## config.mk

```make
export PLATFORM = sky130hd
export DESIGN_NAME = txcc_top
export DESIGN_NICKNAME = d
export VERILOG_FILES = /design/src/rtl/txcc_pkg.sv /design/src/rtl/txcc_seq.sv /design/src/rtl/txcc_len.sv /design/src/rtl/txcc_flag.sv /design/src/rtl/txcc_top.sv
export SDC_FILE = /design/constraint.sdc
export NUM_CORES = 1
export LEC_CHECK = 0
export ABC_AREA = 1
export ABC_CLOCK_PERIOD_IN_PS = 3400
export BUFFER_PORTS_ARGS = -buffer_cell sky130_fd_sc_hd__buf_2
export CAP_MARGIN = 20
export CORE_MARGIN = 5
export CORE_UTILIZATION = 56
export CTS_BUF_LIST = sky130_fd_sc_hd__clkbuf_4 sky130_fd_sc_hd__clkbuf_8
export DETAILED_ROUTE_END_ITERATION = 8
export GPL_TIMING_DRIVEN = 1
export PLACE_DENSITY_LB_ADDON = 0.15
export RECOVER_POWER = 100
export SLEW_MARGIN = 30
export SYNTH_ARGS = -nofsm -noshare
export SYNTH_HDL_FRONTEND = slang
export SYNTH_HIERARCHICAL = 1
export SYNTH_SLANG_ARGS = --single-unit
```

## constraint.sdc

```tcl
create_clock -name clk -period 3.4 [get_ports clk]
set_clock_uncertainty 0.05 [all_clocks]
set_input_delay 0.68 -clock clk [delete_from_list [all_inputs] [get_ports clk]]
set_output_delay 0.68 -clock clk [all_outputs]
set_load 0.005 [all_outputs]
```

## src/rtl/txcc_pkg.sv

```systemverilog
package txcc_pkg;
    localparam int CMD_W       = 32;
    localparam int LEN_W       = 11;
    localparam int NB_W        = 3;
    localparam int A_LAST_BIT  = 12;
    localparam int A_FIRST_BIT = 13;
    localparam int B_TAG_LSB   = 16;

    typedef enum logic [1:0] {
        WK_DATA = 2'd0,
        WK_CMDA = 2'd1,
        WK_CMDB = 2'd2,
        WK_IDLE = 2'd3
    } word_kind_e;

    typedef enum logic [1:0] {
        PH_WAIT_A = 2'd0,
        PH_WAIT_B = 2'd1,
        PH_DATA   = 2'd2
    } phase_e;
endpackage

```

## src/rtl/txcc_seq.sv

```systemverilog
module txcc_seq
    import txcc_pkg::*;
#(
    parameter int LW = LEN_W,
    parameter int BW = NB_W
) (
    input  logic             clk,
    input  logic             rst_n,
    input  logic             wr_valid,
    input  logic [1:0]       wr_kind,
    input  logic [CMD_W-1:0] wr_word,
    input  logic [BW-1:0]    wr_bytes,
    output logic             proto_err,
    output logic             b_mismatch,
    output logic             pkt_start,
    output logic             beat_acc,
    output logic             pkt_done,
    output logic [LW-1:0]    ref_len
);
    localparam int CNT_W = LW + 1;

    typedef struct packed {
        phase_e           phase;
        logic             open;
        logic             first;
        logic             last;
        logic [LW-1:0]    size;
        logic [CNT_W-1:0] cnt;
        logic [CMD_W-1:0] ref_b;
    } seq_t;

    seq_t seq_d, seq_q;
    logic [CNT_W-1:0] cnt_sum;
    logic             a_first;
    word_kind_e       kind;

    always_comb begin
        seq_d      = seq_q;
        proto_err  = 1'b0;
        b_mismatch = 1'b0;
        pkt_start  = 1'b0;
        beat_acc   = 1'b0;
        pkt_done   = 1'b0;
        kind       = word_kind_e'(wr_kind);
        a_first    = wr_word[A_FIRST_BIT];
        cnt_sum    = seq_q.cnt + CNT_W'(wr_bytes);
        if (wr_valid) begin
            case (kind)
                WK_CMDA: begin
                    if (seq_q.phase != PH_WAIT_A) proto_err = 1'b1;
                    if (a_first && seq_q.open)    proto_err = 1'b1;
                    if (!a_first && !seq_q.open)  proto_err = 1'b1;
                    seq_d.first = a_first || !seq_q.open;
                    seq_d.last  = wr_word[A_LAST_BIT];
                    seq_d.size  = wr_word[LW-1:0];
                    seq_d.cnt   = '0;
                    seq_d.phase = PH_WAIT_B;
                    seq_d.open  = 1'b1;
                    pkt_start   = seq_d.first;
                end
                WK_CMDB: begin
                    if (seq_q.phase != PH_WAIT_B) begin
                        proto_err = 1'b1;
                    end else begin
                        if (seq_q.first) begin
                            seq_d.ref_b = wr_word;
                        end else if (wr_word != seq_q.ref_b) begin
                            b_mismatch = 1'b1;
                        end
                        if (seq_q.size == '0) begin
                            seq_d.phase = PH_WAIT_A;
                            if (seq_q.last) begin
                                pkt_done   = 1'b1;
                                seq_d.open = 1'b0;
                            end
                        end else begin
                            seq_d.phase = PH_DATA;
                        end
                    end
                end
                WK_DATA: begin
                    if (seq_q.phase != PH_DATA) begin
                        proto_err = 1'b1;
                    end else begin
                        beat_acc  = 1'b1;
                        seq_d.cnt = cnt_sum;
                        if (cnt_sum >= {1'b0, seq_q.size}) begin
                            seq_d.phase = PH_WAIT_A;
                            if (seq_q.last) begin
                                pkt_done   = 1'b1;
                                seq_d.open = 1'b0;
                            end
                        end
                    end
                end
                default: ;
            endcase
        end
        ref_len = seq_d.ref_b[LW-1:0];
    end

    always_ff @(posedge clk or negedge rst_n) begin
        if (!rst_n) begin
            seq_q <= '{phase: PH_WAIT_A, open: 1'b0, first: 1'b0, last: 1'b0,
                       size: '0, cnt: '0, ref_b: '0};
        end else begin
            seq_q <= seq_d;
        end
    end
endmodule

```

## src/rtl/txcc_len.sv

```systemverilog
module txcc_len #(
    parameter int LW = 11,
    parameter int BW = 3
) (
    input  logic          clk,
    input  logic          rst_n,
    input  logic          pkt_start,
    input  logic          beat_acc,
    input  logic          pkt_done,
    input  logic [BW-1:0] wr_bytes,
    input  logic [LW-1:0] ref_len,
    output logic          len_err
);
    localparam int ACC_W = LW + 2;

    logic [ACC_W-1:0] acc_d, acc_q;
    logic [ACC_W:0]   sum_wide;
    logic [ACC_W-1:0] sum_sat;

    always_comb begin
        sum_wide = {1'b0, acc_q} + (beat_acc ? (ACC_W + 1)'(wr_bytes) : '0);
        sum_sat  = sum_wide[ACC_W] ? '1 : sum_wide[ACC_W-1:0];
        len_err  = pkt_done && (sum_sat != ACC_W'(ref_len));
        acc_d    = acc_q;
        if (pkt_start || pkt_done) begin
            acc_d = '0;
        end else if (beat_acc) begin
            acc_d = sum_sat;
        end
    end

    always_ff @(posedge clk or negedge rst_n) begin
        if (!rst_n) acc_q <= '0;
        else        acc_q <= acc_d;
    end
endmodule

```

## src/rtl/txcc_flag.sv

```systemverilog
module txcc_flag (
    input  logic clk,
    input  logic rst_n,
    input  logic err_set,
    input  logic err_clr,
    output logic flag
);
    logic flag_d, flag_q;

    always_comb begin
        flag_d = err_set | (flag_q & ~err_clr);
    end

    always_ff @(posedge clk or negedge rst_n) begin
        if (!rst_n) flag_q <= 1'b0;
        else        flag_q <= flag_d;
    end

    assign flag = flag_q;
endmodule

```

## src/rtl/txcc_top.sv

```systemverilog
module txcc_top
    import txcc_pkg::*;
#(
    parameter int LW = LEN_W,
    parameter int BW = NB_W
) (
    input  logic             clk,
    input  logic             rst_n,
    input  logic             wr_valid,
    input  logic [1:0]       wr_kind,
    input  logic [CMD_W-1:0] wr_word,
    input  logic [BW-1:0]    wr_bytes,
    input  logic             dfifo_ovf,
    input  logic             sfifo_ovf,
    input  logic             sts_ovwr_en,
    input  logic             err_clr,
    output logic             tx_err
);
    logic          proto_err, b_mismatch, pkt_start, beat_acc, pkt_done, len_err;
    logic [LW-1:0] ref_len;
    logic          err_set;

    txcc_seq #(.LW(LW), .BW(BW)) seq_i (
        .clk        (clk),
        .rst_n      (rst_n),
        .wr_valid   (wr_valid),
        .wr_kind    (wr_kind),
        .wr_word    (wr_word),
        .wr_bytes   (wr_bytes),
        .proto_err  (proto_err),
        .b_mismatch (b_mismatch),
        .pkt_start  (pkt_start),
        .beat_acc   (beat_acc),
        .pkt_done   (pkt_done),
        .ref_len    (ref_len)
    );

    txcc_len #(.LW(LW), .BW(BW)) len_i (
        .clk       (clk),
        .rst_n     (rst_n),
        .pkt_start (pkt_start),
        .beat_acc  (beat_acc),
        .pkt_done  (pkt_done),
        .wr_bytes  (wr_bytes),
        .ref_len   (ref_len),
        .len_err   (len_err)
    );

    assign err_set = proto_err | b_mismatch | len_err | dfifo_ovf
                   | (sfifo_ovf & ~sts_ovwr_en);

    txcc_flag flag_i (
        .clk     (clk),
        .rst_n   (rst_n),
        .err_set (err_set),
        .err_clr (err_clr),
        .flag    (tx_err)
    );
endmodule

```

# [After elaboration in Yosys (flattened, before gate mapping)]
# Index checks and enable logic that the tools add are counted.
[totals] output_inout_bits=1 elab_cells=92 reg_bits=74 in_bits=44
[op_classes] n_eq_ne=10 n_reduce_logical=18 n_lt_le_gt_ge=1 bitwise_logic=10 n_addsub=2 muxes=41
[op_table] cell="2-to-1 mux 11 bit" count=4
[op_table] cell="2-to-1 mux 13 bit" count=3
[op_table] cell="inequality test 32 bit" count=1
[op_table] cell="2-to-1 mux 1 bit" count=24
[op_table] cell="one-hot mux 12 bit (2 select lines)" count=1
[op_table] cell="adder 13 x 14 -> 14 bit" count=1
[op_table] cell="inequality test 13 x 11 -> 1 bit" count=1
[op_table] cell="adder 12 x 3 -> 12 bit" count=1
[op_table] cell="greater-or-equal comparator 12 x 11 -> 1 bit" count=1
[op_table] cell="2-to-1 mux 12 bit" count=1
[op_table] cell="2-to-1 mux 3 bit" count=4
[op_table] cell="logical NOT 11 bit" count=1
[op_table] cell="one-hot mux 3 bit (3 select lines)" count=1
[op_table] cell="inequality test 2 x 1 -> 1 bit, second input constant" count=3
[op_table] cell="inequality test 2 bit, second input constant" count=3
[op_table] cell="AND reduction 6 bit" count=1
[op_table] cell="nonzero test 2 bit" count=3
[op_table] cell="bitwise OR 1 bit" count=5
[op_table] cell="AND reduction 5 bit" count=1
[op_table] cell="AND reduction 4 bit" count=1
[op_table] cell="logical AND 1 bit" count=3
[op_table] cell="NOT 1 bit" count=3
[op_table] cell="one-hot mux 1 bit (3 select lines)" count=1
[op_table] cell="AND reduction 3 bit" count=1
[op_table] cell="10 further kinds" count=13

# [Longest topological paths before layout]
# Gate-level depths: netlist of run 1.
[logic_depth] ltp_word=13 mapped_depth=30 depth_no_buf=28

# [By module]
# The synthesis of run 1 kept the hierarchy.
[by_module_without_submodules] module="txcc_seq" seq_area_each_um2=1501.4 area_each_um2=3452.1 cells_per_inst=384 n_inst=1
[by_module_without_submodules] module="txcc_len" seq_area_each_um2=325.3 area_each_um2=1272.5 cells_per_inst=220 n_inst=1
[by_module_without_submodules] module="txcc_flag" seq_area_each_um2=25.0 area_each_um2=40.0 cells_per_inst=5 n_inst=1
[by_module_without_submodules] module="txcc_top" seq_area_each_um2=0.0 area_each_um2=20.0 cells_per_inst=5 n_inst=1

# [Least setup slack after synthesis of run 1]
# OpenSTA, ideal clock, no wires.
[synth_timing] path_kind="input-to-reg" from="input wr_kind[1]" to="register flag_i.flag_q (netlist: flag_i/flag)" required_time_ns=3.234 n_path_buf=2 setup_ns=0.116 t_arrival_ns=3.459 cell_stages=26 slack_ns=-0.226 path_cell_list="nor3_1 -> nand2_1 -> inv_1 -> clkbuf_1 -> clkbuf_1 -> nand2_1 -> inv_1 -> ha_1 -> inv_1 -> fa_1 -> inv_1 -> nand2_1 -> nand2_1 -> nand3_1 -> nand2_1 -> nand3_1 -> nand2_1 -> nand2_1 -> nor2_1 -> nand3_1 -> nor2_1 -> nor2_1 -> nor2_1 -> nand3_1 -> inv_1 -> nand2_1"
[synth_via] elab_chain_cells=12 word_cells_on_any_way=23 classes_between="add/sub (1); eq/ne (3); mux (12); bitwise (5); reduce/logical (2)"
[synth_lines] item="from (decl)" line_no="txcc_top.sv:10" rtl="input logic [1:0] wr_kind,"
[synth_lines] item="logical NOT 2 bit" line_no="txcc_seq.sv:48" rtl="case (kind)"
[synth_lines] item="2-to-1 mux 1 bit" line_no="txcc_seq.sv:48"
[synth_lines] item="2-to-1 mux 1 bit" line_no="txcc_seq.sv:47" rtl="if (wr_valid) begin"
[synth_lines] item="via beat_acc" line_no="txcc_top.sv:19" rtl="logic proto_err, b_mismatch, pkt_start, beat_acc, pkt_done, len_err;"
[synth_lines] item="2-to-1 mux 3 bit" line_no="txcc_len.sv:21" rtl="sum_wide = {1'b0, acc_q} + (beat_acc ? (ACC_W + 1)'(wr_bytes) : '0);"
[synth_lines] item="adder 13 x 14 -> 14 bit" line_no="txcc_len.sv:21"
[synth_lines] item="2-to-1 mux 13 bit" line_no="txcc_len.sv:22" rtl="sum_sat = sum_wide[ACC_W] ? '1 : sum_wide[ACC_W-1:0];"
[synth_lines] item="inequality test 13 x 11 -> 1 bit" line_no="txcc_len.sv:23" rtl="len_err = pkt_done && (sum_sat != ACC_W'(ref_len));"
[synth_lines] item="logical AND 1 bit" line_no="txcc_len.sv:23"
[synth_lines] item="via len_err" line_no="txcc_top.sv:19"
[synth_lines] item="bitwise OR 1 bit (2 in a row)" line_no="txcc_top.sv:49" rtl="assign err_set = proto_err | b_mismatch | len_err | dfifo_ovf"
[synth_lines] item="bitwise OR 1 bit" line_no="txcc_top.sv:50" rtl="| (sfifo_ovf & ~sts_ovwr_en);"
[synth_lines] item="via err_set" line_no="txcc_top.sv:21" rtl="logic err_set;"
[synth_lines] item="bitwise OR 1 bit" line_no="txcc_flag.sv:11" rtl="flag_d = err_set | (flag_q & ~err_clr);"
[synth_lines] item="via flag_i.flag_d" line_no="txcc_flag.sv:8" rtl="logic flag_d, flag_q;"
[synth_lines] item="to (signal assigned)" line_no="txcc_flag.sv:16" rtl="else flag_q <= flag_d;"
[synth_lines] item="to (decl)" line_no="txcc_flag.sv:8"
# The timed path passes the listed nets, and every way through them passes these cells.
# A chain may end at the register's enable or synchronous reset.

# [Worst setup path after layout of run 1]
[layout_timing] from="register seq_i/seq_q[32] (netlist bit)" to="register len_i.acc_q[4]"
[layout_via] elab_chain_cells=8 word_cells_on_any_way=9 classes_between="add/sub (1); order compare (1); mux (5); reduce/logical (2)"
[layout_lines] item="from (decl)" line_no="txcc_seq.sv:32" rtl="seq_t seq_d, seq_q;"
[layout_lines] item="from (signal assigned)" line_no="txcc_seq.sv:104" rtl="seq_q <= '{phase: PH_WAIT_A, open: 1'b0, first: 1'b0, last: 1'b0,"
[layout_lines] item="from (signal assigned)" line_no="txcc_seq.sv:107" rtl="seq_q <= seq_d;"
[layout_lines] item="adder 12 x 3 -> 12 bit *" line_no="txcc_seq.sv:46" rtl="cnt_sum = seq_q.cnt + CNT_W'(wr_bytes);"
[layout_lines] item="greater-or-equal comparator 12 x 11 -> 1 bit *" line_no="txcc_seq.sv:87" rtl="if (cnt_sum >= {1'b0, seq_q.size}) begin"
[layout_lines] item="2-to-1 mux 1 bit *" line_no="txcc_seq.sv:87"
[layout_lines] item="2-to-1 mux 1 bit *" line_no="txcc_seq.sv:82" rtl="if (seq_q.phase != PH_DATA) begin"
[layout_lines] item="one-hot mux 1 bit (2 select lines) *" line_no="txcc_seq.sv:48"
[layout_lines] item="2-to-1 mux 1 bit *" line_no="txcc_seq.sv:47"
[layout_lines] item="via pkt_done" line_no="txcc_top.sv:19"
[layout_lines] item="logical OR 1 bit *" line_no="txcc_len.sv:25" rtl="if (pkt_start || pkt_done) begin"
[layout_lines] item="2-to-1 mux 13 bit / nonzero test 2 bit (equally long branches)"
[layout_lines] item="to (signal assigned)" line_no="txcc_len.sv:33" rtl="if (!rst_n) acc_q <= '0;"
[layout_lines] item="to (signal assigned)" line_no="txcc_len.sv:34" rtl="else acc_q <= acc_d;"
[layout_lines] item="to (decl)" line_no="txcc_len.sv:16" rtl="logic [ACC_W-1:0] acc_d, acc_q;"
# The timed path passes the listed nets; every way through them passes the cells marked *.

==> results of run 1 <==
tightest hold or removal path, stage by stage, from the launching register on:
cell and delay, ps:
dfrtp_1 340, nand2_1 60, nand2_1 50
per-stage QoR:
| step | hold slack, ps | cells | area [µm²] | power (µW) |
|---|---|---|---|---|
| finish | 427 | 813 | 5920 | 2850 |
| global route | 445 | 813 | 5920 | 3030 |
| CTS | 406 | 807 | 5610 | 2790 |
| detailed placement | 414 | 792 | 5420 | 2130 |
| global placement | 416 | 792 | 5420 | 2080 |
| floorplan | 334 | 614 | 4820 | 1870 |
registers in the layout (all words and copies together) (netlist names):
register,cells
seq_i/seq_q,60
len_i/acc_q,13
flag_i/flag,1
cell families (layout without fill, tap and decap cells):
logic type / after synthesis / count (layout) / synth area share (%)
and+or+nand+nor: 293 / 293 / 27.7
buffers and inverters: 108 / 202 / 9.02
DFF: 74 / 74 / 38.7
AOI/OAI and AO/OA: 66 / 66 / 7.51
xor gates and xnor gates: 36 / 36 / 6.75
adders and majority gates: 19 / 19 / 5.28
muxes: 18 / 18 / 5.02
power by group:
group          switching (µW)  internal, µW  leakage (µW)
logic                     474           449       0.00204
clock network             311           350     0.0000982
registers                 166          1100      0.000966
total                     951          1900       0.00310
how the worst max path moves through the flow:
stage	start	end	slack, ps	cells past startpoint
after floorplan	wr_bytes[0]	len_i/acc_q[1]	20	20
after global placement	wr_bytes[0]	len_i/acc_q[5]	-180	21
after detailed placement	wr_bytes[0]	len_i/acc_q[9]	-320	21
after CTS	wr_bytes[0]	len_i/acc_q[9]	30	21
after global routing	seq_i/seq_q[32]	len_i/acc_q[4]	-160	21
final	seq_i/seq_q[32]	len_i/acc_q[4]	10	21
cells in the mapped netlist, types with 3 or more instances:
library cell    n  share of area (%)
inv_2           3               0.24
a21oi_1         6               0.63
mux2_4         10                3.1
nand3_1        57                6.0
o21ai_0        44                4.6
xor2_1         17                3.1
dfrtp_1        74                 39
mux2_2          8                1.9
clkbuf_1       10               0.78
nand3_2         4               0.84
ha_1           17                4.4
nor3_1          4               0.42
nor2_1         36                2.8
nor4_1          3               0.39
o22ai_1         7               0.92
nand2_1       156                 12
nand4_1        16                2.1
xnor2_1        18                3.3
nand2_2         5               0.65
buf_6           3               0.71
inv_1          91                7.1
per-layer routing:
metal	track usage [%]	wire length (µm)
met1	28.5	5070
met2	39.4	6210
met3	3.96	451
met4	6.36	274
met5	0	0
area by class of cell:
class                   count  share of cell area (%)
clock buffers              14                    3.15
flip-flops and latches     74                    31.3
well taps                 105                    2.22
inverters                  94                    5.96
clock inverters             1                   0.127
repair buffers             93                    10.7
multi-input cells         432                    46.5
what timing repair did:
action,CTS,global route
setup endpoints to repair,0,14
setup buffers,0,5
resized for setup,0,70
==> flow_summary.ini, run 1 <==
[layout]
seq_area_mm2 = 0.00185
most-common-layout-cells = nand2_1, inv_1, dfrtp_1
multiInputGateArea_mm2 = 0.00276
drive_above_1_share_pct = 28.1
utilization_pct = 71.7
antenna_cells = 0
area_growth_syn_to_layout_pct = 23.8
fin_nets = 767
fillCellCount = 654
final_common_cell = nand2_1

[setup_path]
critPathBufInv = 3
cp.required_ps = 3570
r2r_cells = 21
worstPathArrival_ps = 3560
critPathTopFamily = simple AND/OR/NAND/NOR gates
rrSetupSlack_ps = 10
cp-start-kind = flop
rr_startpoint = seq_i/seq_q[32]
max_stage_delay_ps = 420
critPathKind = flop to flop
r2r-end = len_i/acc_q[4]
worstPathCellList = ha_4 > fa_2 > nand2_2 > a21oi_2 > nand2_1 > nor2_2 > buf_4 > nand2_4 > xor2_2 > inv_1 > ha_1 > and3_4 > nor3b_4 > nand3_2 > nand2_2 > nand3_2 > a21oi_4 > nor2_4 > clkbuf_16 > nand3_2 > o21ai_1
worst_path_most_repeated_cell = nand3_2
crit_slowest_cell = dfrtp_1
worstSetupEndpointType = flop
crit_fanout = 7

[grt]
grt_max_degree = 36
grt-ovfl-total = 0
grt_pass1_wl_mm = 18.6
track_usage_pct = 22.5
grt_pass1_vias = 4131
antenna_found_initial = 0

[route]
drc_errors = 0
viasPerCell = 5.36
drtIter0Drc = 254
vias = 4356
post_drt_wl_per_cell_um = 14.8
drt_wl_total_mm = 12.0
postRouteAntennaNets = 0
first_pass_iters = 5

[synthesis]
mappedNetlistArea_mm2 = 0.00478
synth-edff-count = 0
seq_area_frac_synth_pct = 38.7
syn-num-nets = 677
async_reset_ff_share_pct = 100
ys_seq_elements = 74
ys_types = 40
avgSynthCellArea_um2 = 7.79
yosys_most_used_dff = dfrtp_1
ys.warnings.count = 6
synthCells = 614

[timing]
fin_ws_ps = 11.5
period_minus_slack_ps = 3390
post-route-period-util_pct = 99.7
relSlewSlack_pct = -35.0
rsz0062_at_grt = true
setup_viol = 0
drv_slew = 36
hold_violations = 0
tightest_slew_ps = 2020
finalSetupTns_ps = 0
max_freq_mhz = 295

[clock_network]
numCtsBuffers = 9
cts.reportedPaths.clkPinSlew_ps = 70
hold_buffers = 0
clock_latency_ps = 340
cts_root_buf = clkbuf_8
cts-htree-levels = 3
clkSinkCount = 74
cts_tree = yes
clockBufferDepth = 2

[hold_path]
hold_path_depth = 2
hold_start = flag_i/flag
min_to = flag_i/flag
min_path_type = flop to flop

[job]
max-cap-violations = 1

[die]
num_io_pins = 45
die_area_mm2 = 0.0105
core.rowCount = 33
initial_core_util_pct = 57.9
core_area_mm2 = 0.00826
die_x_um = 102
die_h_um = 102

[outcome]
failed_checks = capacitance limit, slew limit
status = complete, but fails checks

[placement]
place_hpwl_mm = 8.81
post-place-ws_ps = -322
portBuffers = 44
routabilityCongestion = 0.872

[power]
peakVddDrop_v = 0.000285
powerDensity_mw_per_mm2 = 480
leakagePower_uw = 0.00310
Note: power is estimated with default switching activity, not from simulation.
==> run 2, diff against run 1 <==
--- a/config.mk
+++ b/config.mk
@@ -13,11 +13,10 @@
 export CORE_UTILIZATION = 56
 export CTS_BUF_LIST = sky130_fd_sc_hd__clkbuf_4 sky130_fd_sc_hd__clkbuf_8
 export DETAILED_ROUTE_END_ITERATION = 8
-export GPL_TIMING_DRIVEN = 1
+export GPL_TIMING_DRIVEN = 0
 export PLACE_DENSITY_LB_ADDON = 0.15
 export RECOVER_POWER = 100
 export SLEW_MARGIN = 30
 export SYNTH_ARGS = -nofsm -noshare
 export SYNTH_HDL_FRONTEND = slang
-export SYNTH_HIERARCHICAL = 1
 export SYNTH_SLANG_ARGS = --single-unit
==> flow_summary.ini, run 2 <==
[outcome]
status = complete, but fails checks
failed_checks = capacitance limit, slew limit

[setup_path]
worstPathCellList = clkbuf_1 > ha_1 > fa_2 > a21oi_4 > inv_1 > nand2_1 > inv_1 > nand2_1 > xor2_1 > inv_1 > ha_1 > a21o_1 > a21oi_1 > nand2_1 > a21oi_2 > nand2_1 > nand2_1 > nand2_1 > nand2_1 > nand2_4 > clkbuf_2 > nor2_1
r2r_cells = 21
crit_path_start = wr_bytes[0]
cp.required_ps = 3630
critPathBufInv = 5
rrSetupSlack_ps = 240
worstSetupEndpointType = flop
path_depth = 22
crit_slowest_cell = fa_2
worst_path_most_repeated_cell = nand2_1
worstPathArrival_ps = 3440
max_stage_delay_ps = 380
critPathKind = input port to flop
rr_startpoint = seq_i.seq_q[32]
critPathTopFamily = adder cells
cp-start-kind = input port
crit_fanout = 3

[power]
fin_total_pwr_uw = 3230
leakagePower_uw = 0.00297
share_seq_of_total_power_pct = 41.5
peakVddDrop_v = 0.000281
swShare_pct = 36.7
p_int_uw = 2050
pwr-share-comb_pct = 34.3
power_switching_uw = 1180
powerDensity_mw_per_mm2 = 585
clkPwrFrac_pct = 24.3

[synthesis]
synth-edff-count = 0
seq_area_frac_synth_pct = 37.9
ys.warnings.count = 0
syn-num-nets = 725
ys_seq_elements = 74
mappedNetlistArea_mm2 = 0.00489
yosysMostFrequentCell = nand2_1
avgSynthCellArea_um2 = 7.38
ys_top_cells_by_area = dfrtp_1, nand2_1, inv_1
yosys_most_used_dff = dfrtp_1
post-synth-top-area-cell = dfrtp_1
async_reset_ff_share_pct = 100
synthCells = 662
synth_common_cells = nand2_1, inv_1, dfrtp_1
synth_top_area_share_pct = 37.9
ys_types = 41

[route]
drt_wl_total_mm = 11.3
postRouteAntennaNets = 0
post_drt_wl_per_cell_um = 13.5
drtIter0Drc = 162
drc_errors = 0
vias = 4341
viasPerCell = 5.20
first_pass_iters = 5

[die]
num_io_pins = 45
core.rowCount = 34
die_x_um = 103
die_area_mm2 = 0.0107
core_area_mm2 = 0.00859
initial_core_util_pct = 56.9
die_h_um = 103

[placement]
routabilityCongestion = 0.881
place_hpwl_mm = 8.79
portBuffers = 43
placed_area_mm2 = 0.00527
dpl.cell_count = 814

[clock_network]
hold_buffers = 0
cts-htree-levels = 3
cts.reportedPaths.clkPinSlew_ps = 80
clkSinkCount = 74
cts_tree = yes
clock_latency_ps = 340
cts_root_buf = clkbuf_8
numCtsBuffers = 9
clockBufferDepth = 2

[grt]
grt-ovfl-total = 0
antenna_found_initial = 0
grt_pass1_vias = 4200
grt_max_degree = 47
track_usage_pct = 22.1
grt_pass1_wl_mm = 18.7

[layout]
fin_nets = 785
area_growth_syn_to_layout_pct = 13.1
most-common-layout-cells = nand2_1, inv_1, dfrtp_1
largest_register_ffs = 60
design_area_mm2 = 0.00553
antenna_cells = 0
final_common_cell = nand2_1
top_register = seq_i.seq_q
utilization_pct = 64.3
final_cells = 835
fillCellCount = 771
drive_above_1_share_pct = 18.6

[timing]
setup_viol = 0
drv_slew = 30
post-route-period-util_pct = 94.4
hold_violations = 0
hold_slack_ps = 437
period_minus_slack_ps = 3210
relSlewSlack_pct = -6.86
tightest_slew_ps = 1600
max_freq_mhz = 312

[hold_path]
hold_start = seq_i.seq_q[45]
min_path_type = flop to flop
hold_path_depth = 2

[job]
max-cap-violations = 1
run 2: changes by cell type in the layout (fill, tap and decap cells not counted), sizes merged, moves of 10 or more:
cell   change
xnor2     -12
buf       -39
nor2      +18
inv       +13
nand3     -19
nand2     +30
or2       +10
o21ai     +16
run 2: logic make-up (layout without fill, tap and decap cells):
logic type | after synthesis | in the layout | synth area share (%)
and+or+nand+nor | 331 | 331 | 30.5
buffers and inverters | 122 | 187 | 10.1
AOI/OAI and AO/OA | 82 | 82 | 9.63
DFF | 74 | 74 | 37.9
xor gates and xnor gates | 23 | 23 | 4.12
adders and majority gates | 19 | 19 | 5.17
muxes | 11 | 11 | 2.51
run 2: per-layer routing:
layer | up-vias | routed length, µm | global-route usage [%] | share of wire, %
li1 | 2213 | - | - | -
met1 | 2010 | 5050 | 28.4 | 45
met2 | 97 | 5550 | 38.1 | 49
met3 | 21 | 476 | 3.02 | 4.2
met4 | 0 | 228 | 7.97 | 2.0
met5 | - | 0 | 0 | 0
run 2: cell type report:
type | count | area, µm² | share of cell area, %
buffer | 15 | 80.1 | 1.45
clock buffer | 10 | 138 | 2.49
clock inverter | 6 | 88.8 | 1.61
inverter | 107 | 403 | 7.29
multi-input combinational | 466 | 2580 | 46.6
sequential | 74 | 1850 | 33.5
tap | 108 | 135 | 2.45
timing repair buffer | 49 | 251 | 4.55
run 2: final timing paths:
kind	end
min in group asynchronous	seq_i.seq_q[17]
worst max-delay path	len_i.acc_q[1]
worst min-delay path	seq_i.seq_q[45]
worst min register to register	seq_i.seq_q[45]
worst max register to register	len_i.acc_q[1]
max in group asynchronous	len_i.acc_q[7]
run 2: timing repair:
item,4_1_cts,5_1_grt
resized for setup,3,21
setup endpoints to repair,4,13
setup buffers,0,5
pin swaps,0,3
run 2: per-stage QoR:
stage | setup slack [ps] | TNS, ps
final | 190 | 0
after global routing | -10.1 | -10.1
after CTS | 4.18 | 0
after detailed placement | -508 | -4350
after global placement | -490 | -3780
after floorplan | 145 | 0
run 2: worst register-to-register path: stages (launching register included):
cell      delay, ps
dfrtp_1         390
ha_1            210
fa_2            380
a21oi_4         150
inv_1            70
nand2_1          90
inv_1            60
nand2_1          70
xor2_1          190
inv_1            70
ha_1            180
a21o_1          170
a21oi_1         140
nand2_1          90
a21oi_2         140
nand2_1          70
nand2_1          70
nand2_1          50
nand2_1         100
nand2_4          80
clkbuf_2        180
nor2_1          100
run 2: power groups by stage:
stage / Sequential, µW / Combinational (µW) / Clock, µW
6_report: 1340 / 1110 / 785
2_1_floorplan: 1300 / 872 / 0
3_5_place_dp: 1350 / 1100 / 0
5_1_grt: 1370 / 1280 / 827
3_3_place_gp: 1330 / 1060 / 0
4_1_cts: 1330 / 1120 / 794
